File: src/rtl/ccp_pkg.sv
package ccp_pkg;

    localparam int NUM_CH    = 5;
    localparam int CNT_W     = 16;
    localparam int CH_BASE   = 8;
    localparam int CH_STRIDE = 4;

    typedef enum logic [1:0] {
        TICK_EVERY = 2'd0,
        TICK_DIV_A = 2'd1,
        TICK_DIV_B = 2'd2,
        TICK_PIN   = 2'd3
    } tick_sel_e;

    // bit 0 is cmp_en ... bit 6 is irq_en
    typedef struct packed {
        logic irq_en;
        logic pwm_en;
        logic toggle_en;
        logic match_en;
        logic cap_fall;
        logic cap_rise;
        logic cmp_en;
    } ch_mode_t;

    localparam logic [4:0] A_CTRL   = 5'h00;
    localparam logic [4:0] A_CFG    = 5'h01;
    localparam logic [4:0] A_CNT_LO = 5'h02;
    localparam logic [4:0] A_CNT_HI = 5'h03;

    function automatic logic [4:0] ch_addr(input int ch, input int off);
        return 5'(CH_BASE + CH_STRIDE * ch + off);
    endfunction

endpackage

File: src/rtl/ccp_timebase.sv
module ccp_timebase
    import ccp_pkg::*;
#(
    parameter int DIV_A_LOG2 = 2,
    parameter int DIV_B_LOG2 = 4
) (
    input  logic             clk,
    input  logic             rst,
    input  logic             run_i,
    input  tick_sel_e        sel_i,
    input  logic             ext_pin_i,
    input  logic             wr_lo_i,
    input  logic             wr_hi_i,
    input  logic [7:0]       wdata_i,
    output logic [CNT_W-1:0] cnt_o,
    output logic             step_o
);

    localparam int DIV_W = DIV_B_LOG2;

    logic [DIV_W-1:0] div_q;
    logic [2:0]       pin_sync_q;
    logic [CNT_W-1:0] cnt_q;
    logic             tick;
    logic             pin_rise;

    assign pin_rise = pin_sync_q[1] & ~pin_sync_q[2];

    always_comb begin
        case (sel_i)
            TICK_EVERY: tick = 1'b1;
            TICK_DIV_A: tick = &div_q[DIV_A_LOG2-1:0];
            TICK_DIV_B: tick = &div_q;
            default:    tick = pin_rise;
        endcase
    end

    assign step_o = run_i & tick & ~(wr_lo_i | wr_hi_i);
    assign cnt_o  = cnt_q;

    always_ff @(posedge clk) begin
        if (rst) begin
            div_q      <= '0;
            pin_sync_q <= '0;
            cnt_q      <= '0;
        end else begin
            pin_sync_q <= {pin_sync_q[1:0], ext_pin_i};
            if (run_i) div_q <= div_q + 1'b1;
            if (wr_lo_i || wr_hi_i) begin
                if (wr_lo_i) cnt_q[7:0]  <= wdata_i;
                if (wr_hi_i) cnt_q[15:8] <= wdata_i;
            end else if (step_o) begin
                cnt_q <= cnt_q + 1'b1;
            end
        end
    end

    AST_CNT_STEP: assert property (@(posedge clk) disable iff (rst)
        step_o |=> cnt_q == $past(cnt_q) + 16'd1);
    AST_CNT_HOLD: assert property (@(posedge clk) disable iff (rst)
        (!run_i && !wr_lo_i && !wr_hi_i) |=> $stable(cnt_q));

endmodule

File: src/rtl/ccp_channel.sv
module ccp_channel
    import ccp_pkg::*;
(
    input  logic             clk,
    input  logic             rst,
    input  logic             mode_wr_i,
    input  ch_mode_t         mode_wdata_i,
    input  logic             lo_wr_i,
    input  logic             hi_wr_i,
    input  logic [7:0]       wdata_i,
    input  logic [CNT_W-1:0] cnt_i,
    input  logic             step_i,
    input  logic             cex_i,
    output ch_mode_t         mode_o,
    output logic [CNT_W-1:0] val_o,
    output logic             hit_o,
    output logic             flag_set_o,
    output logic             cex_o,
    output logic             cex_oe_o
);

    ch_mode_t         mode_q;
    logic [7:0]       lo_q;
    logic [7:0]       hi_q;
    logic             tog_q;
    logic [2:0]       pin_sync_q;
    logic [CNT_W-1:0] cnt_next;
    logic             reload;
    logic             cap_evt;
    logic             pwm_on;

    assign cnt_next = cnt_i + 16'd1;
    assign pwm_on   = mode_q.cmp_en & mode_q.pwm_en;
    assign hit_o    = mode_q.cmp_en & mode_q.match_en & step_i & (cnt_next == {hi_q, lo_q});
    assign reload   = pwm_on & step_i & (cnt_i[7:0] == 8'hFF);
    assign cap_evt  = (mode_q.cap_rise &  pin_sync_q[1] & ~pin_sync_q[2])
                    | (mode_q.cap_fall & ~pin_sync_q[1] &  pin_sync_q[2]);

    assign flag_set_o = hit_o | cap_evt;
    assign cex_o      = pwm_on ? (cnt_i[7:0] >= lo_q) : tog_q;
    assign cex_oe_o   = mode_q.cmp_en & ~(mode_q.cap_rise | mode_q.cap_fall);
    assign mode_o     = mode_q;
    assign val_o      = {hi_q, lo_q};

    always_ff @(posedge clk) begin
        if (rst) begin
            mode_q     <= '0;
            lo_q       <= '0;
            hi_q       <= '0;
            tog_q      <= 1'b0;
            pin_sync_q <= '0;
        end else begin
            pin_sync_q <= {pin_sync_q[1:0], cex_i};
            if (mode_wr_i)    mode_q        <= mode_wdata_i;
            else if (lo_wr_i) mode_q.cmp_en <= 1'b0;
            else if (hi_wr_i) mode_q.cmp_en <= 1'b1;
            if (reload)  lo_q <= hi_q;
            if (lo_wr_i) lo_q <= wdata_i;
            if (hi_wr_i) hi_q <= wdata_i;
            if (cap_evt) begin
                lo_q <= cnt_i[7:0];
                hi_q <= cnt_i[15:8];
            end
            if (hit_o && mode_q.toggle_en) tog_q <= ~tog_q;
        end
    end

    AST_MATCH_TOGGLE: assert property (@(posedge clk) disable iff (rst)
        (hit_o && mode_q.toggle_en) |=> tog_q != $past(tog_q));
    AST_PWM_RELOAD: assert property (@(posedge clk) disable iff (rst)
        (reload && !lo_wr_i && !cap_evt) |=> lo_q == $past(hi_q));
    AST_CAPTURE: assert property (@(posedge clk) disable iff (rst)
        cap_evt |=> {hi_q, lo_q} == $past(cnt_i));
    AST_ATOMIC_LO: assert property (@(posedge clk) disable iff (rst)
        (lo_wr_i && !mode_wr_i) |=> !mode_q.cmp_en);

endmodule

File: src/rtl/ccp_array.sv
module ccp_array
    import ccp_pkg::*;
#(
    parameter int DIV_A_LOG2 = 2,
    parameter int DIV_B_LOG2 = 4
) (
    input  logic              clk,
    input  logic              rst,
    input  logic              bus_wr_i,
    input  logic [4:0]        bus_addr_i,
    input  logic [7:0]        bus_wdata_i,
    output logic [7:0]        bus_rdata_o,
    input  logic              ext_count_i,
    input  logic [NUM_CH-1:0] cex_i,
    output logic [NUM_CH-1:0] cex_o,
    output logic [NUM_CH-1:0] cex_oe_o,
    output logic [NUM_CH-1:0] ch_flag_o,
    output logic              ovf_flag_o,
    output logic              irq_o,
    output logic              wdog_rst_o
);

    localparam int WD_CH = NUM_CH - 1;

    logic              run_q, ovf_q, ovf_ie_q, wd_en_q, wdog_q;
    logic [1:0]        sel_q;
    logic [NUM_CH-1:0] flag_q;
    logic [CNT_W-1:0]  cnt;
    logic              step;
    logic              ovf_set;
    logic              wr_ctrl, wr_cfg, wr_cnt_lo, wr_cnt_hi;
    ch_mode_t          mode_arr [NUM_CH];
    logic [CNT_W-1:0]  val_arr  [NUM_CH];
    logic [NUM_CH-1:0] hit_vec, flag_set_vec, irq_en_vec;

    assign wr_ctrl   = bus_wr_i && (bus_addr_i == A_CTRL);
    assign wr_cfg    = bus_wr_i && (bus_addr_i == A_CFG);
    assign wr_cnt_lo = bus_wr_i && (bus_addr_i == A_CNT_LO);
    assign wr_cnt_hi = bus_wr_i && (bus_addr_i == A_CNT_HI);

    ccp_timebase #(
        .DIV_A_LOG2(DIV_A_LOG2),
        .DIV_B_LOG2(DIV_B_LOG2)
    ) u_tb (
        .clk       (clk),
        .rst       (rst),
        .run_i     (run_q),
        .sel_i     (tick_sel_e'(sel_q)),
        .ext_pin_i (ext_count_i),
        .wr_lo_i   (wr_cnt_lo),
        .wr_hi_i   (wr_cnt_hi),
        .wdata_i   (bus_wdata_i),
        .cnt_o     (cnt),
        .step_o    (step)
    );

    for (genvar g = 0; g < NUM_CH; g++) begin : g_ch
        ccp_channel u_ch (
            .clk          (clk),
            .rst          (rst),
            .mode_wr_i    (bus_wr_i && (bus_addr_i == ch_addr(g, 0))),
            .mode_wdata_i (ch_mode_t'(bus_wdata_i[6:0])),
            .lo_wr_i      (bus_wr_i && (bus_addr_i == ch_addr(g, 1))),
            .hi_wr_i      (bus_wr_i && (bus_addr_i == ch_addr(g, 2))),
            .wdata_i      (bus_wdata_i),
            .cnt_i        (cnt),
            .step_i       (step),
            .cex_i        (cex_i[g]),
            .mode_o       (mode_arr[g]),
            .val_o        (val_arr[g]),
            .hit_o        (hit_vec[g]),
            .flag_set_o   (flag_set_vec[g]),
            .cex_o        (cex_o[g]),
            .cex_oe_o     (cex_oe_o[g])
        );
        assign irq_en_vec[g] = mode_arr[g].irq_en;
    end

    assign ovf_set = step && (cnt == {CNT_W{1'b1}});

    always_ff @(posedge clk) begin
        if (rst) begin
            run_q    <= 1'b0;
            ovf_q    <= 1'b0;
            flag_q   <= '0;
            sel_q    <= '0;
            ovf_ie_q <= 1'b0;
            wd_en_q  <= 1'b0;
            wdog_q   <= 1'b0;
        end else begin
            flag_q <= (wr_ctrl ? bus_wdata_i[NUM_CH-1:0] : flag_q) | flag_set_vec;
            ovf_q  <= (wr_ctrl ? bus_wdata_i[7] : ovf_q) | ovf_set;
            if (wr_ctrl) run_q <= bus_wdata_i[6];
            if (wr_cfg) begin
                sel_q    <= bus_wdata_i[1:0];
                ovf_ie_q <= bus_wdata_i[2];
                wd_en_q  <= bus_wdata_i[3];
            end
            wdog_q <= wd_en_q & hit_vec[WD_CH];
        end
    end

    assign ch_flag_o  = flag_q;
    assign ovf_flag_o = ovf_q;
    assign wdog_rst_o = wdog_q;
    assign irq_o      = (|(flag_q & irq_en_vec)) | (ovf_q & ovf_ie_q);

    always_comb begin
        bus_rdata_o = '0;
        case (bus_addr_i)
            A_CTRL:   bus_rdata_o = {ovf_q, run_q, 1'b0, flag_q};
            A_CFG:    bus_rdata_o = {4'b0, wd_en_q, ovf_ie_q, sel_q};
            A_CNT_LO: bus_rdata_o = cnt[7:0];
            A_CNT_HI: bus_rdata_o = cnt[15:8];
            default:  bus_rdata_o = '0;
        endcase
        for (int i = 0; i < NUM_CH; i++) begin
            if (bus_addr_i == ch_addr(i, 0)) bus_rdata_o = {1'b0, mode_arr[i]};
            if (bus_addr_i == ch_addr(i, 1)) bus_rdata_o = val_arr[i][7:0];
            if (bus_addr_i == ch_addr(i, 2)) bus_rdata_o = val_arr[i][15:8];
        end
    end

    AST_OVF_SET: assert property (@(posedge clk) disable iff (rst)
        ovf_set |=> ovf_q);
    AST_FLAG_STICKY: assert property (@(posedge clk) disable iff (rst)
        !wr_ctrl |=> (flag_q & $past(flag_q)) == $past(flag_q));
    AST_MATCH_FLAG: assert property (@(posedge clk) disable iff (rst)
        hit_vec[0] |=> flag_q[0]);
    AST_WDOG_PULSE: assert property (@(posedge clk) disable iff (rst)
        (wd_en_q && hit_vec[WD_CH]) |=> wdog_rst_o);

endmodule

File: config.mk
export PLATFORM = sky130hd
export DESIGN_NAME = ccp_array
export DESIGN_NICKNAME = d
export VERILOG_FILES = /design/src/rtl/ccp_pkg.sv /design/src/rtl/ccp_timebase.sv /design/src/rtl/ccp_channel.sv /design/src/rtl/ccp_array.sv
export SDC_FILE = /design/constraint.sdc
export NUM_CORES = 1
export LEC_CHECK = 0
export ABC_CLOCK_PERIOD_IN_PS = 5700
export BUFFER_PORTS_ARGS = -buffer_cell sky130_fd_sc_hd__buf_2
export CAP_MARGIN = 25
export CORE_UTILIZATION = 50
export CTS_CLUSTER_SIZE = 30
export DETAILED_ROUTE_END_ITERATION = 6
export PLACE_DENSITY = 0.74
export SLEW_MARGIN = 20
export SYNTH_ARGS = -nofsm -noshare
export SYNTH_HDL_FRONTEND = slang
export SYNTH_HIERARCHICAL = 1
export SYNTH_SLANG_ARGS = --single-unit
File: constraint.sdc
create_clock -name clk -period 5.7 [get_ports clk]
set_input_delay 0 -clock clk [delete_from_list [all_inputs] [get_ports clk]]
set_output_delay 0 -clock clk [all_outputs]
set_load 0.02 [all_outputs]
==> impl_results.md <==
* Fin crit share at 60.0%
* Global-route wire length before repair at 77400 um
* Fraction of registers with async set/reset at 0%
* Largest stage delay on the critical path at 0.56 ns
* # H-tree levels at 4
* Critical Path Most Common Cell: nor2_1
* Crit path cell chain: buf_2 > or3_1 > nor2_1 > or2_1 > nor2_1 > buf_4 > nand4b_1 > a2111oi_2 > or4b_1 > or4_1 > a21oi_1
* Initial drt markers at 2077
* TritonCTS clock tree: yes
* Yosys top cell by area: dfxtp_1
* Final #Nets at 1810
* Vias in the first global route at 13200
* Synth area leaders: dfxtp_1, mux2i_1, nor2_1
* CP Capture Type: flop
* Ports at 48
* Synthesized Nets at 1816
* Crit Path Max Fanout at 37
* Total of max-cap violations at 0
* Top FF cell, synth: dfxtp_1
* Run status: finished, final reports clean
* # setup viols final at 0
* Largest net degree at the start of global routing at 88
* Yosys warnings at 6
* CP startpoint kind: primary input
* R2r setup slk at 2.31 ns
* Mapped Avg Cell Area at 7.98 sq um
* Area Growth Syn to Fin at 6.86%
* Minimum clock period at 3.42 ns
* Pwr/cell area at 184 nW/um^2
* Slowest CP cell: or2_1
* Final hold vios at 0
* CTS Buf Count at 17
* Clock tree buffer depth at 2
* Input/output buffers at 47
* DRC viols at 0
* Initial antenna violation count at 0
* HPWL Detailed at 33900 um
* Synth top area share at 24.4%
* Die Y at 169 um
* Iteration count of the initial detailed-routing pass at 6
* Initial core utilization at 51.3%
* Layout Skew at 0.0101 ns
* GRT overflow at 0
* DIE WIDTH at 169 um
* GP Congestion at 1.03
* Routed WL at 51100 um
* Die area at 28500 sq um
* Clock root buffer: clkbuf_16
* Fmax at 292 MHz
* Yosys reg bits at 170
* Crit path required time at 6.07 ns
* Post-Synthesis Cells at 1747
* # fillers at 2596
* Clk sink count at 170
* Layout Utilization at 54.8%
* Share of layout cells above drive strength 1 at 10.7%
* EDFF count, synth at 0
* Routed WL per cell at 24.0 um
* Clock Latency Late Sink at 0.45 ns
* Antenna cell count at 0
* Total GRT Usage at 35.4%
* Detail Route Antenna Nets at 0
* CTS clk-pin slew, worst paths at 0.07 ns
* Peak VDD IR at 154 uV
* Vias at 14300
* Sequential cell area fraction in the yosys report at 24.4%
* RSZ-0062 raised after global routing: no
* Hold WC Path Type: in -> reg
* Rows at 60
* CP Data Arrival Time at 3.78 ns
* Slew headroom at 25.8%
* Worst-margin pin slew at 1.11 ns
* Static leakage at 5.18 nW
* Synth Cell Area at 13900 sq um
* Core footprint at 27200 sq um
* Type of the worst setup path: in -> reg
* Commonest non-fill, non-tap cell in the layout: nor2_1
* Drt via density at 6.71
* TNS Setup at 0 ns
* Fin area at 14900 sq um
* Commonest cells after routing, fill and taps aside: nor2_1, dfxtp_1, mux2i_1
* Max-slew violation count at 0
* Yosys cell types at 103
* Setup bufs post-CTS at 0
* DP Area at 14200 sq um
==> Yosys cell counts, types with 8 or more instances <==
library cell / count
o22ai_1: 15
ha_1: 47
nand2b_1: 30
a21oi_1: 98
and3_1: 19
or4_1: 8
nor2b_1: 33
and2b_1: 8
and4_1: 26
nand4_1: 37
nor2_1: 248
o21ai_0: 70
a211oi_1: 87
a31oi_1: 24
nand3_1: 43
xnor2_1: 81
o21ai_1: 11
clkbuf_1: 48
nor3b_1: 14
mux2i_1: 122
buf_6: 28
nor3_1: 32
a21o_1: 12
a211o_1: 14
inv_1: 53
buf_2: 19
or3_1: 8
and2_1: 12
buf_4: 19
nand2_1: 85
nor4_1: 10
dfxtp_1: 170
nand3b_1: 9
xor2_1: 25
==> final cells by class <==
class | instances | area (sq um) | area share, %
tap | 372 | 465 | 3.12
multi-input combinational | 1398 | 9540 | 64.0
inverter | 57 | 214 | 1.44
sequential | 170 | 3410 | 22.9
timing repair buffer | 97 | 652 | 4.38
clock inverter | 11 | 134 | 0.899
clock buffer | 21 | 480 | 3.23
==> where the power goes <==
group / leakage, nW / internal (mW) / switching (mW)
registers: 1.38 / 1.20 / 0.0152
clock network: 0.289 / 0.700 / 0.551
logic: 3.52 / 0.0837 / 0.189
==> layer usage <==
| layer | GRT usage (%) | wire (um) | vias up |
|---|---|---|---|
| li1 | - | - | 6409 |
| met1 | 45.5 | 20200 | 6743 |
| met2 | 55.8 | 22600 | 888 |
| met3 | 6.41 | 5310 | 223 |
| met4 | 20.2 | 3050 | 0 |
| met5 | 0 | 0 | - |
==> final timing paths <==
kind                       from                  to  depth (start not counted)
max               bus_addr_i[3]  g_ch[4].u_ch/tog_q                         11
min                         rst       u_tb/div_q[0]                          2
max reg2reg      u_tb/cnt_o[11]  g_ch[0].u_ch/tog_q                          8
min reg2reg  u_tb/pin_sync_q[0]  u_tb/pin_sync_q[1]                          1
==> flip-flops by register name, indices dropped and copies added (netlist names) <==
register and cells:
wd_en_q 1, u_tb/cnt_o 16, g_ch.u_ch/lo_q 40, u_tb/div_q 4
g_ch.u_ch/tog_q 5, g_ch.u_ch/mode_o 35, ch_flag_o 5, ovf_flag_o 1
sel_q 2, wdog_rst_o 1, u_tb/pin_sync_q 3, g_ch.u_ch/pin_sync_q 15
g_ch.u_ch/hi_q 40, ovf_ie_q 1, run_q 1
==> kinds of logic after synthesis <==
kind of cell / share of synthesized area [%]
simple gates: 26.5
compound gates: 21.2
buf+inv: 7.19
flops: 24.4
mux: 9.78
xor+xnor: 6.66
fa+ha+maj: 4.22
==> worst max-delay path: cells and delay by family <==
kind	cells	cell delay (ns)
simple gates	7	2.43
buf+inv	2	0.79
compound gates	2	0.51
==> metrics by stage <==
step | hold slack, ns | setup slack, ns | cells | power (mW)
after detailed placement | 0.220 | 2.01 | 2086 | 1.50
after global placement | 0.211 | 2.13 | 2084 | 1.50
after CTS | 0.0331 | 2.44 | 2124 | 2.73
final | 0.0208 | 2.28 | 2126 | 2.74
after floorplan | 0.0694 | 2.59 | 1747 | 1.41
after global routing | 0.0520 | 2.12 | 2126 | 2.79
==> what timing repair did <==
| item | in CTS | in global routing |
|---|---|---|
| endpoints found under the hold margin | 6 | 0 |
| hold buffers | 6 | 0 |
| resized for setup | 0 | 0 |
Power figures use the tool's default switching activity.
